## src/rtl/dma_wdt_pkg.sv

```systemverilog
package dma_wdt_pkg;
  localparam int PRE_STEP  = 8;  // log2 of divide per prescale code step
  localparam int PRE_STEPS = 3;  // number of non-zero prescale codes
  localparam int PER_W     = 3;  // period code width
  localparam int BASE_EXP  = 2;  // code 0 means 2^BASE_EXP ticks

  function automatic int cnt_width(input int per_w, input int base_exp);
    return (1 << per_w) - 1 + base_exp + 1;
  endfunction
endpackage

```

## src/rtl/dma_wdt_prescaler.sv

```systemverilog
module dma_wdt_prescaler #(
  parameter int STEP   = 8,
  parameter int STAGES = 3,
  parameter int SEL_W  = 2
) (
  input  logic             clk,
  input  logic             rst,
  input  logic [SEL_W-1:0] sel,
  output logic             tick
);
  localparam int PRE_W = STEP * STAGES;

  logic [PRE_W-1:0]  pc;
  logic [STAGES:0]   carry;
  logic              pick;

  assign carry[0] = 1'b0;  // code 0: timer clock off

  genvar k;
  generate
    for (k = 1; k <= STAGES; k++) begin : g_stage
      assign carry[k] = &pc[k*STEP-1:0];
    end
  endgenerate

  always_comb begin
    pick = 1'b0;
    for (int i = 0; i <= STAGES; i++) begin
      if (sel == SEL_W'(i)) pick = carry[i];
    end
  end

  always_ff @(posedge clk) begin
    if (rst) begin
      pc   <= '0;
      tick <= 1'b0;
    end else begin
      pc   <= pc + 1'b1;
      tick <= pick;
    end
  end

  // prescaler off gives no tick
  p_off_no_tick_r2: assert property (@(posedge clk) disable iff (rst)
    (sel == '0) |=> !tick);
  // ticks are isolated single-cycle pulses
  p_tick_isolated_r1: assert property (@(posedge clk) disable iff (rst)
    tick |=> !tick);
endmodule

```

## src/rtl/dma_wdt_arm.sv

```systemverilog
module dma_wdt_arm (
  input  logic clk,
  input  logic rst,
  input  logic en,
  input  logic wait_first,
  input  logic done,
  output logic armed
);
  always_ff @(posedge clk) begin
    if (rst)              armed <= 1'b0;
    else if (!en)         armed <= 1'b0;
    else if (!wait_first || done) armed <= 1'b1;
  end

  // disable disarms
  p_disarm_r6: assert property (@(posedge clk) disable iff (rst)
    !en |=> !armed);
  // immediate start without wait mode
  p_immediate_r5: assert property (@(posedge clk) disable iff (rst)
    (en && !wait_first) |=> armed);
  // wait mode holds until a completed transfer
  p_wait_hold_r4: assert property (@(posedge clk) disable iff (rst)
    (en && wait_first && !armed && !done) |=> !armed);
endmodule

```

## src/rtl/dma_wdt_counter.sv

```systemverilog
module dma_wdt_counter #(
  parameter int PER_W    = 3,
  parameter int BASE_EXP = 2,
  parameter int CNT_W    = 10
) (
  input  logic             clk,
  input  logic             rst,
  input  logic             armed,
  input  logic             tick,
  input  logic             act,
  input  logic             clr,
  input  logic [PER_W-1:0] per_sel,
  output logic             flag
);
  logic [CNT_W-1:0] cnt;
  logic [CNT_W-1:0] lim;
  logic             fired;
  logic             fire_evt;

  assign lim      = CNT_W'(1) << (int'(per_sel) + BASE_EXP);
  assign fire_evt = armed && !act && !fired && (cnt >= lim);

  always_ff @(posedge clk) begin
    if (rst) begin
      cnt   <= '0;
      fired <= 1'b0;
    end else if (!armed || act) begin
      cnt   <= '0;
      fired <= 1'b0;
    end else begin
      if (fire_evt) fired <= 1'b1;
      if (tick && !fired && cnt < lim) cnt <= cnt + 1'b1;
    end
  end

  always_ff @(posedge clk) begin
    if (rst)           flag <= 1'b0;
    else if (fire_evt) flag <= 1'b1;
    else if (clr)      flag <= 1'b0;
  end

  // activity zeroes the count
  p_act_clears_r7: assert property (@(posedge clk) disable iff (rst)
    act |=> (cnt == '0));
  // disarmed channel holds a zero count
  p_idle_zero_r6: assert property (@(posedge clk) disable iff (rst)
    !armed |=> (cnt == '0));
  // flag holds until cleared
  p_flag_hold_r8: assert property (@(posedge clk) disable iff (rst)
    (flag && !clr) |=> flag);
  // a spent count does not re-fire
  p_no_refire_r9: assert property (@(posedge clk) disable iff (rst)
    (fired && !flag && armed && !act) |=> !flag);
endmodule

```

## src/rtl/dma_idle_watchdog.sv

```systemverilog
module dma_idle_watchdog
  import dma_wdt_pkg::*;
#(
  parameter int STEP     = PRE_STEP,
  parameter int STAGES   = PRE_STEPS,
  parameter int PSEL_W   = 2,
  parameter int PERSEL_W = PER_W,
  parameter int EXP0     = BASE_EXP
) (
  input  logic                clk,
  input  logic                rst,
  input  logic                ch_en,
  input  logic                xfer_done,
  input  logic                req_pulse,
  input  logic                flag_clr,
  input  logic [PSEL_W-1:0]   pre_sel,
  input  logic [PERSEL_W-1:0] per_sel,
  input  logic                wait_first,
  output logic                timeout_flag
);
  localparam int CW = cnt_width(PERSEL_W, EXP0);

  logic tick;
  logic armed;
  logic act;

  assign act = req_pulse || xfer_done;

  dma_wdt_prescaler #(.STEP(STEP), .STAGES(STAGES), .SEL_W(PSEL_W)) i_pre (
    .clk(clk), .rst(rst), .sel(pre_sel), .tick(tick));

  dma_wdt_arm i_arm (
    .clk(clk), .rst(rst), .en(ch_en), .wait_first(wait_first),
    .done(xfer_done), .armed(armed));

  dma_wdt_counter #(.PER_W(PERSEL_W), .BASE_EXP(EXP0), .CNT_W(CW)) i_cnt (
    .clk(clk), .rst(rst), .armed(armed), .tick(tick), .act(act),
    .clr(flag_clr), .per_sel(per_sel), .flag(timeout_flag));

  // flag low right after reset
  p_reset_low_r10: assert property (@(posedge clk) rst |=> !timeout_flag);
endmodule

```

## config.mk

```make
export PLATFORM = sky130hd
export DESIGN_NAME = dma_idle_watchdog
export DESIGN_NICKNAME = d
export VERILOG_FILES = /design/src/rtl/dma_wdt_pkg.sv /design/src/rtl/dma_wdt_prescaler.sv /design/src/rtl/dma_wdt_arm.sv /design/src/rtl/dma_wdt_counter.sv /design/src/rtl/dma_idle_watchdog.sv
export SDC_FILE = /design/constraint.sdc
export NUM_CORES = 1
export LEC_CHECK = 0
export CORE_AREA = 10 10 122 80
export CTS_BUF_LIST = sky130_fd_sc_hd__clkbuf_8
export DETAILED_ROUTE_END_ITERATION = 6
export DIE_AREA = 0 0 132 90
export DONT_BUFFER_PORTS = 1
export GPL_TIMING_DRIVEN = 0
export PLACE_DENSITY_LB_ADDON = 0.08
export SETUP_SLACK_MARGIN = 0.5
export SLEW_MARGIN = 10
export SYNTH_ARGS = -nofsm -noshare
export SYNTH_HDL_FRONTEND = slang
export SYNTH_SLANG_ARGS = --single-unit
```

## constraint.sdc

```tcl
create_clock -name clk -period 2.85 [get_ports clk]
set_input_delay 0.285 -clock clk [delete_from_list [all_inputs] [get_ports clk]]
set_output_delay 0.285 -clock clk [all_outputs]
set_load 0.03 [all_outputs]
```

==> results of run 1 <==
==> report_power, final <==
| group | leakage, nW | internal, mW | switching, mW |
|---|---|---|---|
| clock | 0.0466 | 0.161 | 0.177 |
| combinational | 0.528 | 0.0392 | 0.0550 |
| sequential | 0.307 | 0.536 | 0.00605 |
==> flip-flops by register name (all words and copies together), names as in the netlist <==
register,count
i_cnt.cnt,10
i_pre.pc,24
i_pre.tick,1
i_arm.armed,1
i_cnt.flag,1
i_cnt.fired,1
==> cell usage after synthesis, drive strengths merged (3+ instances only) <==
cell	n	share of area, %
dfxtp	38	37
nor2	30	5.5
nand2	18	3.3
nand4	17	5.5
xor2	15	6.4
and3	13	4.0
ha	13	7.9
nand3	13	3.2
a21oi	12	2.9
nor2b	9	2.9
buf	7	1.8
xnor2	7	3.0
inv	5	0.91
o21a	5	1.8
and4	4	1.7
a31o	3	1.3
and2	3	0.91
clkbuf	3	0.55
nand2b	3	0.91
o21ai	3	0.73
==> per-stage QoR <==
stage	worst slack [ns]	instances
finish	0.667	354
global route	0.600	354
CTS	0.541	354
detailed placement	0.232	347
global placement	0.237	347
floorplan	0.506	239
==> layout by cell type (no fill, tap or decap), drive strengths merged, types with 2 or more instances in the layout <==
cell / instances
a31oi: 2
a41o: 2
or3: 2
and3: 13
and4: 4
and2: 3
a31o: 3
inv: 7
dfxtp: 38
nor3: 2
o21a: 5
nand2b: 3
o21ai: 3
xnor2: 7
buf: 7
nand4: 17
nand2: 18
ha: 13
a21oi: 12
clkbuf: 8
xor2: 15
nor2: 30
nor2b: 9
nand3: 13
==> logic make-up after synthesis <==
group           count (synthesis)  synth area share (%)
simple gates                  118                  30.7
flops                          38                  36.9
compound gates                 32                  11.4
xor+xnor                       22                  9.34
buf+inv                        15                  3.28
fa+ha+maj                      13                  7.89
mux                             1                 0.485
==> worst max-delay path, stage by stage <==
cell and delay (ns):
ha_4 0.27, nor2b_4 0.17, nand3_1 0.10, ha_1 0.31, nand4_1 0.14, a211o_2 0.37
o221a_2 0.27, buf_6 0.15, a31o_1 0.17, a21oi_1 0.13
==> how the worst min path moves through the flow <==
stage,from,end,slack (ns)
3_3_place_gp,wait_first,i_arm.armed$_SDFFE_PP0P_,0.38
5_1_grt,wait_first,i_arm.armed$_SDFFE_PP0P_,0.06
3_5_place_dp,wait_first,i_arm.armed$_SDFFE_PP0P_,0.38
6_report,wait_first,i_arm.armed$_SDFFE_PP0P_,0.08
2_1_floorplan,wait_first,i_arm.armed$_SDFFE_PP0P_,0.37
4_1_cts,wait_first,i_arm.armed$_SDFFE_PP0P_,0.07
==> per-layer routing <==
| layer | share of wire [%] | wire [um] | vias to the layer above | track usage, % |
|---|---|---|---|---|
| met1 | 59 | 2770 | 755 | 12.5 |
| met3 | 5.3 | 248 | 2 | 3.00 |
| li1 | - | - | 864 | - |
| met2 | 35 | 1660 | 26 | 8.64 |
| met5 | 0 | 0 | - | 0 |
| met4 | 0.40 | 19 | 0 | 1.94 |
==> area by class of cell <==
type / count / area [um^2] / share of cell area (%)
Buffer: 10 / 48.8 / 2.11
Clock buffer: 5 / 68.8 / 2.98
Clock inverter: 2 / 7.51 / 0.325
Inverter: 5 / 18.8 / 0.813
Multi-Input combinational cell: 186 / 1270 / 55.0
Sequential cell: 38 / 761 / 32.9
Tap cell: 108 / 135 / 5.85
==> out/metrics.cfg, run 1 <==
[logic_synthesis]
synth-main-ff-cell=dfxtp_1
ys_warn_count=0
synth_cell_type_count=40
synth.cell_area_um2=2060
yosysSeqAreaShare_pct=36.9
synth_edf_count=0
postSynthAreaPerCell_um2=8.63
postSynthCellCount=239
async_flop_share_pct=0
ys_seq_elements=38
synth_nets=264

[worst_setup_path]
setup.worst_path.start_class=input pin
endpoint=i_cnt.cnt[8]$_SDFFE_PP0P_
path_class=input pin to flop
r2r_setup_slack_ns=0.86
ff2ff_path_depth=7
worstReg2RegStart=i_cnt.cnt[2]$_SDFFE_PP0P_
worstPathMaxFanout=10
reg2reg_to=i_cnt.cnt[8]$_SDFFE_PP0P_
required_ns=3.06
worstPathArrival_ns=2.39
startpoint=per_sel[2]
crit_path_end_kind=flop

[timing]
period_minus_slack_ns=2.18
fmax_ghz=0.458
hold_violations=0
finalSetupViolCount=0
holdWs_ns=0.0810
worstMarginPinSlew_ns=0.669
slew_violations=0
rsz0062_at_grt=false
finClkSkew_ns=0.00524
max_slew_margin_pct=55.3
fin_tns_setup_ns=0
final.period_utilization_pct=76.6

[floorplan]
pin_count=13
die-area_um2=11900
initial_core_util_pct=27.1
core_area_um2=7600
dieWidth_um=132
rows=25
die_h_um=90

[placement]
dpl-instance-area_um2=2200
io_buffer_count=0
gp_congestion=0.696
dp_hpwl_um=3580

[layout]
drive_above_1_share_pct=9.35
fin_area_um2=2310
fin_util_pct=30.4
n_fill_cell=833
antennaDiodeCount=0
area_growth_pct=12.0
fin_nets=271

[flow_run]
maxCapViolCount=0

[clock_network]
ctsHoldBuffers=0
root_buffer=clkbuf_8
clkLatencyLatePin_ns=0.28
cts_setup_buffers=0
cts_tree=yes
cts_buffers=5
cts-resized-gates=0
clock_path_buffers=2
cts_max_level=2
clkSlewWorstSetupHoldPaths_ns=0.07
clock_sinks=38

[power]
vdd_drop_max_uv=148
p_leak_nw=0.882
total_power_mw=0.975
powerDensity_nw_per_um2=422

[grt]
grt_overflow=0
grt_pass1_vias=1432
grt_max_degree=11
grt_pass1_wl_um=7580
track_usage_pct=7.78
antenna_found_initial=0

[hold_path]
hold_class=input pin to flop
holdPathStages=1

[detailed_routing]
drt_wl_total_um=4700
dr_total_vias=1647
firstDrtPassIters=4
antenna_left=0
drc=0
wl_per_cell_um=13.3
via_per_inst=4.65
drt_iter0_drc=92

[outcome]
status=finished clean

Note: power is estimated with default switching activity, not from simulation.
==> run 2: changes to the inputs <==
Clock period 2.85 ns to 1.8 ns, I/O delays scaled along.
==> run 2 against run 1 <==
Against the previous run:
- the flow now finishes with violations (negative setup slack)
- setup slack got worse by 0.87 ns
- die area unchanged
- register-to-register slack got worse by 1.0 ns
- clock power increased by 80%
- via count increased by 7.0%
- design area increased by 22%
- combinational power increased to 2.6 times the previous value
- global-route usage increased by 0.98 points
- sequential cell count unchanged
==> out/metrics.cfg, run 2 (synthesized netlist as in run 1, its figures left out) <==
[outcome]
status=finished, violations left
failed_checks=negative setup slack

[clock_network]
clock_path_buffers=2  ; unchanged
cts_max_level=2  ; unchanged
clkSlewWorstSetupHoldPaths_ns=0.07  ; about the same
clock_sinks=38  ; unchanged
clkLatencyLatePin_ns=0.29  ; about the same
root_buffer=clkbuf_8
cts_buffers=5  ; unchanged
cts_tree=yes

[timing]
hold_violations=0  ; unchanged
finClkSkew_ns=0.0135  ; +0.00828 ns
timing.final.ws_setup_ns=-0.203  ; -0.870 ns
holdWs_ns=0.0590  ; -0.0220 ns
period_minus_slack_ns=2.00
finalSetupViolCount=12  ; +12
slew_violations=0  ; unchanged
rsz0062_at_grt=true
fmax_ghz=0.499
max_slew_margin_pct=28.9  ; -26 points
fin_tns_setup_ns=-1.88  ; -1.88 ns
final.period_utilization_pct=111
worstMarginPinSlew_ns=1.05  ; +0.383 ns

[layout]
largest-register=i_pre.pc
fin_util_pct=37.1  ; +6.7 points
fin_cells=375  ; +5.9%
final_common_cell=nor2_1
final_cell_mix=nor2_1 (28), dfxtp_1 (23), nand4_1 (16), xor2_1 (15), nand2_1 (13)
top_regs=i_pre.pc: 24 flops, i_cnt.cnt: 10 flops
largest_reg_flops=24  ; unchanged
area_growth_pct=36.6
fin_nets=291  ; +7.4%
fin_area_um2=2820  ; +22%
drive_above_1_share_pct=33.7  ; +24 points
antennaDiodeCount=0  ; unchanged

[worst_setup_path]
worstPathMaxFanout=8  ; -2
path_class=input pin to flop
setup.worst_path.start_class=input pin
worstPathArrival_ns=2.16  ; -0.23 ns
crit_path_end_kind=flop
required_ns=1.95  ; -1.11 ns
r2r_setup_slack_ns=-0.15  ; -1.01 ns

[floorplan]
die-area_um2=11900  ; unchanged
pin_count=13  ; unchanged
die_h_um=90  ; unchanged
rows=25  ; unchanged
core_area_um2=7600  ; unchanged
dieWidth_um=132  ; unchanged
initial_core_util_pct=27.1  ; unchanged

[placement]
gp_congestion=0.767  ; +10%
dpl-instance-area_um2=2340  ; +6.4%
dp_cells=347  ; unchanged
io_buffer_count=0  ; unchanged
dp_hpwl_um=3660  ; +2.2%

[detailed_routing]
drc=0  ; unchanged
drt_iter0_drc=66  ; -28%
dr_total_vias=1762  ; +7.0%
antenna_left=0  ; unchanged
drt_wl_total_um=5280  ; +12%
via_per_inst=4.70  ; +0.99%
firstDrtPassIters=4  ; unchanged
wl_per_cell_um=14.1  ; +6.0%

[power]
powerDensity_nw_per_um2=608  ; +44%
p_leak_nw=1.07  ; +21%
vdd_drop_max_uv=338  ; +130%

[grt]
antenna_found_initial=0  ; unchanged
grt_pass1_wl_um=8550  ; +13%
grt_pass1_vias=1648  ; +15%
grt_max_degree=12  ; +1
track_usage_pct=8.75  ; +0.98 points
grt_overflow=0  ; unchanged

[hold_path]
hold_class=input pin to flop

[flow_run]
maxCapViolCount=0  ; unchanged

==> run 2: cell types whose count changed in the layout (fill, tap and decap cells not counted), sizes merged <==
cell / change
dlygate4sd3: +2
clkinv: +1
buf: +17
clkbuf: +2
inv: -1
==> run 2: per-stage QoR <==
stage | setup slack (ns) | total power, mW
5_1_grt | -0.280 | 1.81
6_report | -0.203 | 1.71
2_1_floorplan | -0.315 | 1.01
3_3_place_gp | -0.516 | 1.05
4_1_cts | -0.159 | 1.70
3_5_place_dp | -0.496 | 1.05
==> run 2: worst paths after layout <==
kind	start	end	cells after the start
worst max register to register	i_cnt.cnt[7]$_SDFFE_PP0P_	i_cnt.cnt[4]$_SDFFE_PP0P_	6
worst min-delay path	pre_sel[1]	i_pre.tick$_SDFF_PP0_	2
worst min register to register	i_pre.pc[0]$_SDFF_PP0_	i_pre.pc[0]$_SDFF_PP0_	1
worst max-delay path	per_sel[1]	i_cnt.cnt[4]$_SDFFE_PP0P_	10
==> run 2: worst max-delay path, stage by stage <==
cell and delay [ns]:
ha_4 0.28, nor2b_4 0.20, nand3_2 0.11, ha_4 0.28
nand4_1 0.16, a211o_4 0.32, buf_6 0.12, o221ai_4 0.27
or4_1 0.18, a21oi_2 0.04
==> run 2: cell type report <==
cell class / count / area, um^2
fillers: 774 / 4780
multi-input cells: 186 / 1510
flip-flops and latches: 38 / 787
repair buffers: 20 / 195
well taps: 108 / 135
clock buffers: 6 / 82.6
plain buffers: 10 / 75.1
inverters: 5 / 18.8
clock inverters: 2 / 8.76
==> run 2: timing repair <==
action / in CTS / in global routing
gates cloned: 2 / 1
setup endpoints to repair: 28 / 29
gates resized for setup: 28 / 24
hold buffers: 2 / 0
hold endpoints to repair: 1 / 0
setup buffers: 8 / 7
pin swaps: 13 / 28
==> run 2: power breakdown <==
group          internal, mW  switching (mW)  total (mW)  leakage (nW)
Clock                 0.304           0.307       0.610        0.0524
Combinational         0.127           0.120       0.247         0.700
Sequential            0.846          0.0108       0.857         0.315
Total                  1.28           0.438        1.71          1.07
==> run 2: routing by layer <==
| metal | up-vias | global-route usage, % | share of wire, % |
|---|---|---|---|
| met5 | - | 0 | 0 |
| met4 | 0 | 2.58 | 0.87 |
| met3 | 7 | 3.11 | 4.5 |
| met2 | 23 | 10.1 | 36 |
| met1 | 817 | 13.8 | 59 |
| li1 | 915 | - | - |
==> run 3: changes to the inputs <==
Settings changed: CORE_AREA 10 10 122 80 to 2 2 114 72, DIE_AREA 0 0 132 90 to 0 0 116 74, SETUP_SLACK_MARGIN 0.5 to unset.
==> run 3 against run 2 <==
Against the previous run:
- the flow still finishes with violations (negative setup slack)
- combinational power down 18%
- setup slack gained 0.031 ns
- clock-buffer cell count up 2
- design area decreased by 10%
==> out/metrics.cfg, run 3 (synthesized netlist as in run 1, its figures left out) <==
[grt]
grt_max_degree=12  ; unchanged
grt_pass1_wl_um=8270  ; -3.2%
track_usage_pct=12.8  ; +4.1 points
grt_pass1_vias=1599  ; -3.0%
grt_overflow=0  ; unchanged
antenna_found_initial=0  ; unchanged

[detailed_routing]
drc=0  ; unchanged
firstDrtPassIters=4  ; unchanged
via_per_inst=4.58  ; -2.5%
drt_iter0_drc=68  ; +3.0%
wl_per_cell_um=13.2  ; -6.0%
drt_wl_total_um=4790  ; -9.3%
dr_total_vias=1658  ; -5.9%
antenna_left=0  ; unchanged

[worst_setup_path]
r2r_setup_slack_ns=-0.12  ; +0.03 ns
crit_buf_inv=1  ; unchanged
cpMaxStageDelayCell=a211o_4
crit_path_end_kind=flop
crit_top_cell=ha_4
path_cells=ha_4 > nor2b_4 > nand3_2 > ha_4 > nand4_1 > a211o_4 > o221a_4 > buf_8 > a31o_1 > a21oi_1
required_ns=2.03  ; +0.08 ns
path_class=input pin to flop
setup.worst_path.start_class=input pin
worstPathArrival_ns=2.20  ; +0.04 ns
worstPathMaxFanout=10  ; +2
path_delay_family=compound AO/OA/AOI/OAI gates
cp_slowest_stage_delay_ns=0.36  ; +0.04 ns

[placement]
gp_congestion=0.734  ; -4.2%
dp_cells=347  ; unchanged
dp_hpwl_um=3590  ; -1.8%
io_buffer_count=0  ; unchanged
dp_slack_ns=-0.517  ; -0.0213 ns

[timing]
final.period_utilization_pct=110  ; -1.7 points
slew_violations=0  ; unchanged
worstMarginPinSlew_ns=0.689  ; -0.363 ns
finClkSkew_ns=0.00527  ; -0.00826 ns
fmax_ghz=0.507  ; +1.6%
fin_tns_setup_ns=-1.39  ; +0.495 ns
rsz0062_at_grt=true
hold_violations=0  ; unchanged
timing.final.ws_setup_ns=-0.172  ; +0.0315 ns
finalSetupViolCount=12  ; unchanged
max_slew_margin_pct=54.0  ; +25 points
period_minus_slack_ns=1.97  ; -0.0315 ns

[flow_run]
maxCapViolCount=0  ; unchanged

[clock_network]
cts_tree=yes
clkSlewWorstSetupHoldPaths_ns=0.08  ; about the same
clkLatencyLatePin_ns=0.30  ; about the same
clock_path_buffers=2  ; unchanged
clock_sinks=38  ; unchanged
cts_buffers=5  ; unchanged
cts_max_level=2  ; unchanged
root_buffer=clkbuf_8

[layout]
largest-register=i_pre.pc
antennaDiodeCount=0  ; unchanged
top_regs=i_pre.pc: 24 flops, i_cnt.cnt: 10 flops
fin_util_pct=33.4  ; -3.6 points
final_cell_mix=dfxtp_1 (32), nor2_1 (29), nand4_1 (16), nand2_1 (15), xor2_1 (15)
largest_reg_flops=24  ; unchanged
fin_nets=278  ; -4.5%
final_common_cell=dfxtp_1
drive_above_1_share_pct=22.0  ; -12 points
fin_cells=362  ; -3.5%
area_growth_pct=22.8

[hold_path]
hold_class=input pin to flop

[power]
p_leak_nw=0.943  ; -12%
powerDensity_nw_per_um2=696  ; +14%
vdd_drop_max_uv=240  ; -29%

[floorplan]
initial_core_util_pct=27.2  ; +0.11 points
die-area_um2=8580  ; -28%
rows=25  ; unchanged
dieWidth_um=116  ; -12%
core_area_um2=7570  ; -0.41%
die_h_um=74  ; -18%
pin_count=13  ; unchanged

[outcome]
status=finished, violations left
failed_checks=negative setup slack

run 3: final timing paths:
check,end,start,depth (start not counted)
max reg2reg,i_cnt.cnt[4]$_SDFFE_PP0P_,i_cnt.cnt[3]$_SDFFE_PP0P_,6
min,i_pre.tick$_SDFF_PP0_,pre_sel[1],2
max,i_cnt.cnt[8]$_SDFFE_PP0P_,per_sel[2],10
min reg2reg,i_pre.pc[0]$_SDFF_PP0_,i_pre.pc[0]$_SDFF_PP0_,1
run 3: report_power, final:
group | total [mW] | switching [mW] | internal (mW)
combinational | 0.203 | 0.104 | 0.0990
sequential | 0.858 | 0.0101 | 0.848
clock | 0.700 | 0.313 | 0.387
run 3: repair_timing:
action	in CTS	in global routing
endpoints found under the hold margin	1	0
hold buffers	2	0
pin swaps	4	5
buffers inserted	4	2
resized for setup	9	13
setup endpoints to repair	12	21
run 3: layout make-up:
cell class	count	area, um^2
clock buffers	8	110
well taps	108	135
multi-input cells	186	1390
flip-flops and latches	38	768
inverters	5	18.8
fillers	831	5040
repair buffers	8	65.1
plain buffers	9	48.8
run 3: layer usage:
layer  wire (um)  track usage [%]  vias up
met3         216             3.99        7
met2        1630             14.8       31
li1            -                -      876
met5           0                0        -
met4          56             3.57        0
met1        2880             21.3      744
run 3: stage by stage:
step	hold slack (ns)	power, mW	instance area [um^2]
floorplan	0.268	1.01	2150
global placement	0.273	1.05	2290
detailed placement	0.271	1.04	2290
CTS	0.0388	1.79	2480
global route	0.0629	1.86	2530
finish	0.0440	1.76	2530
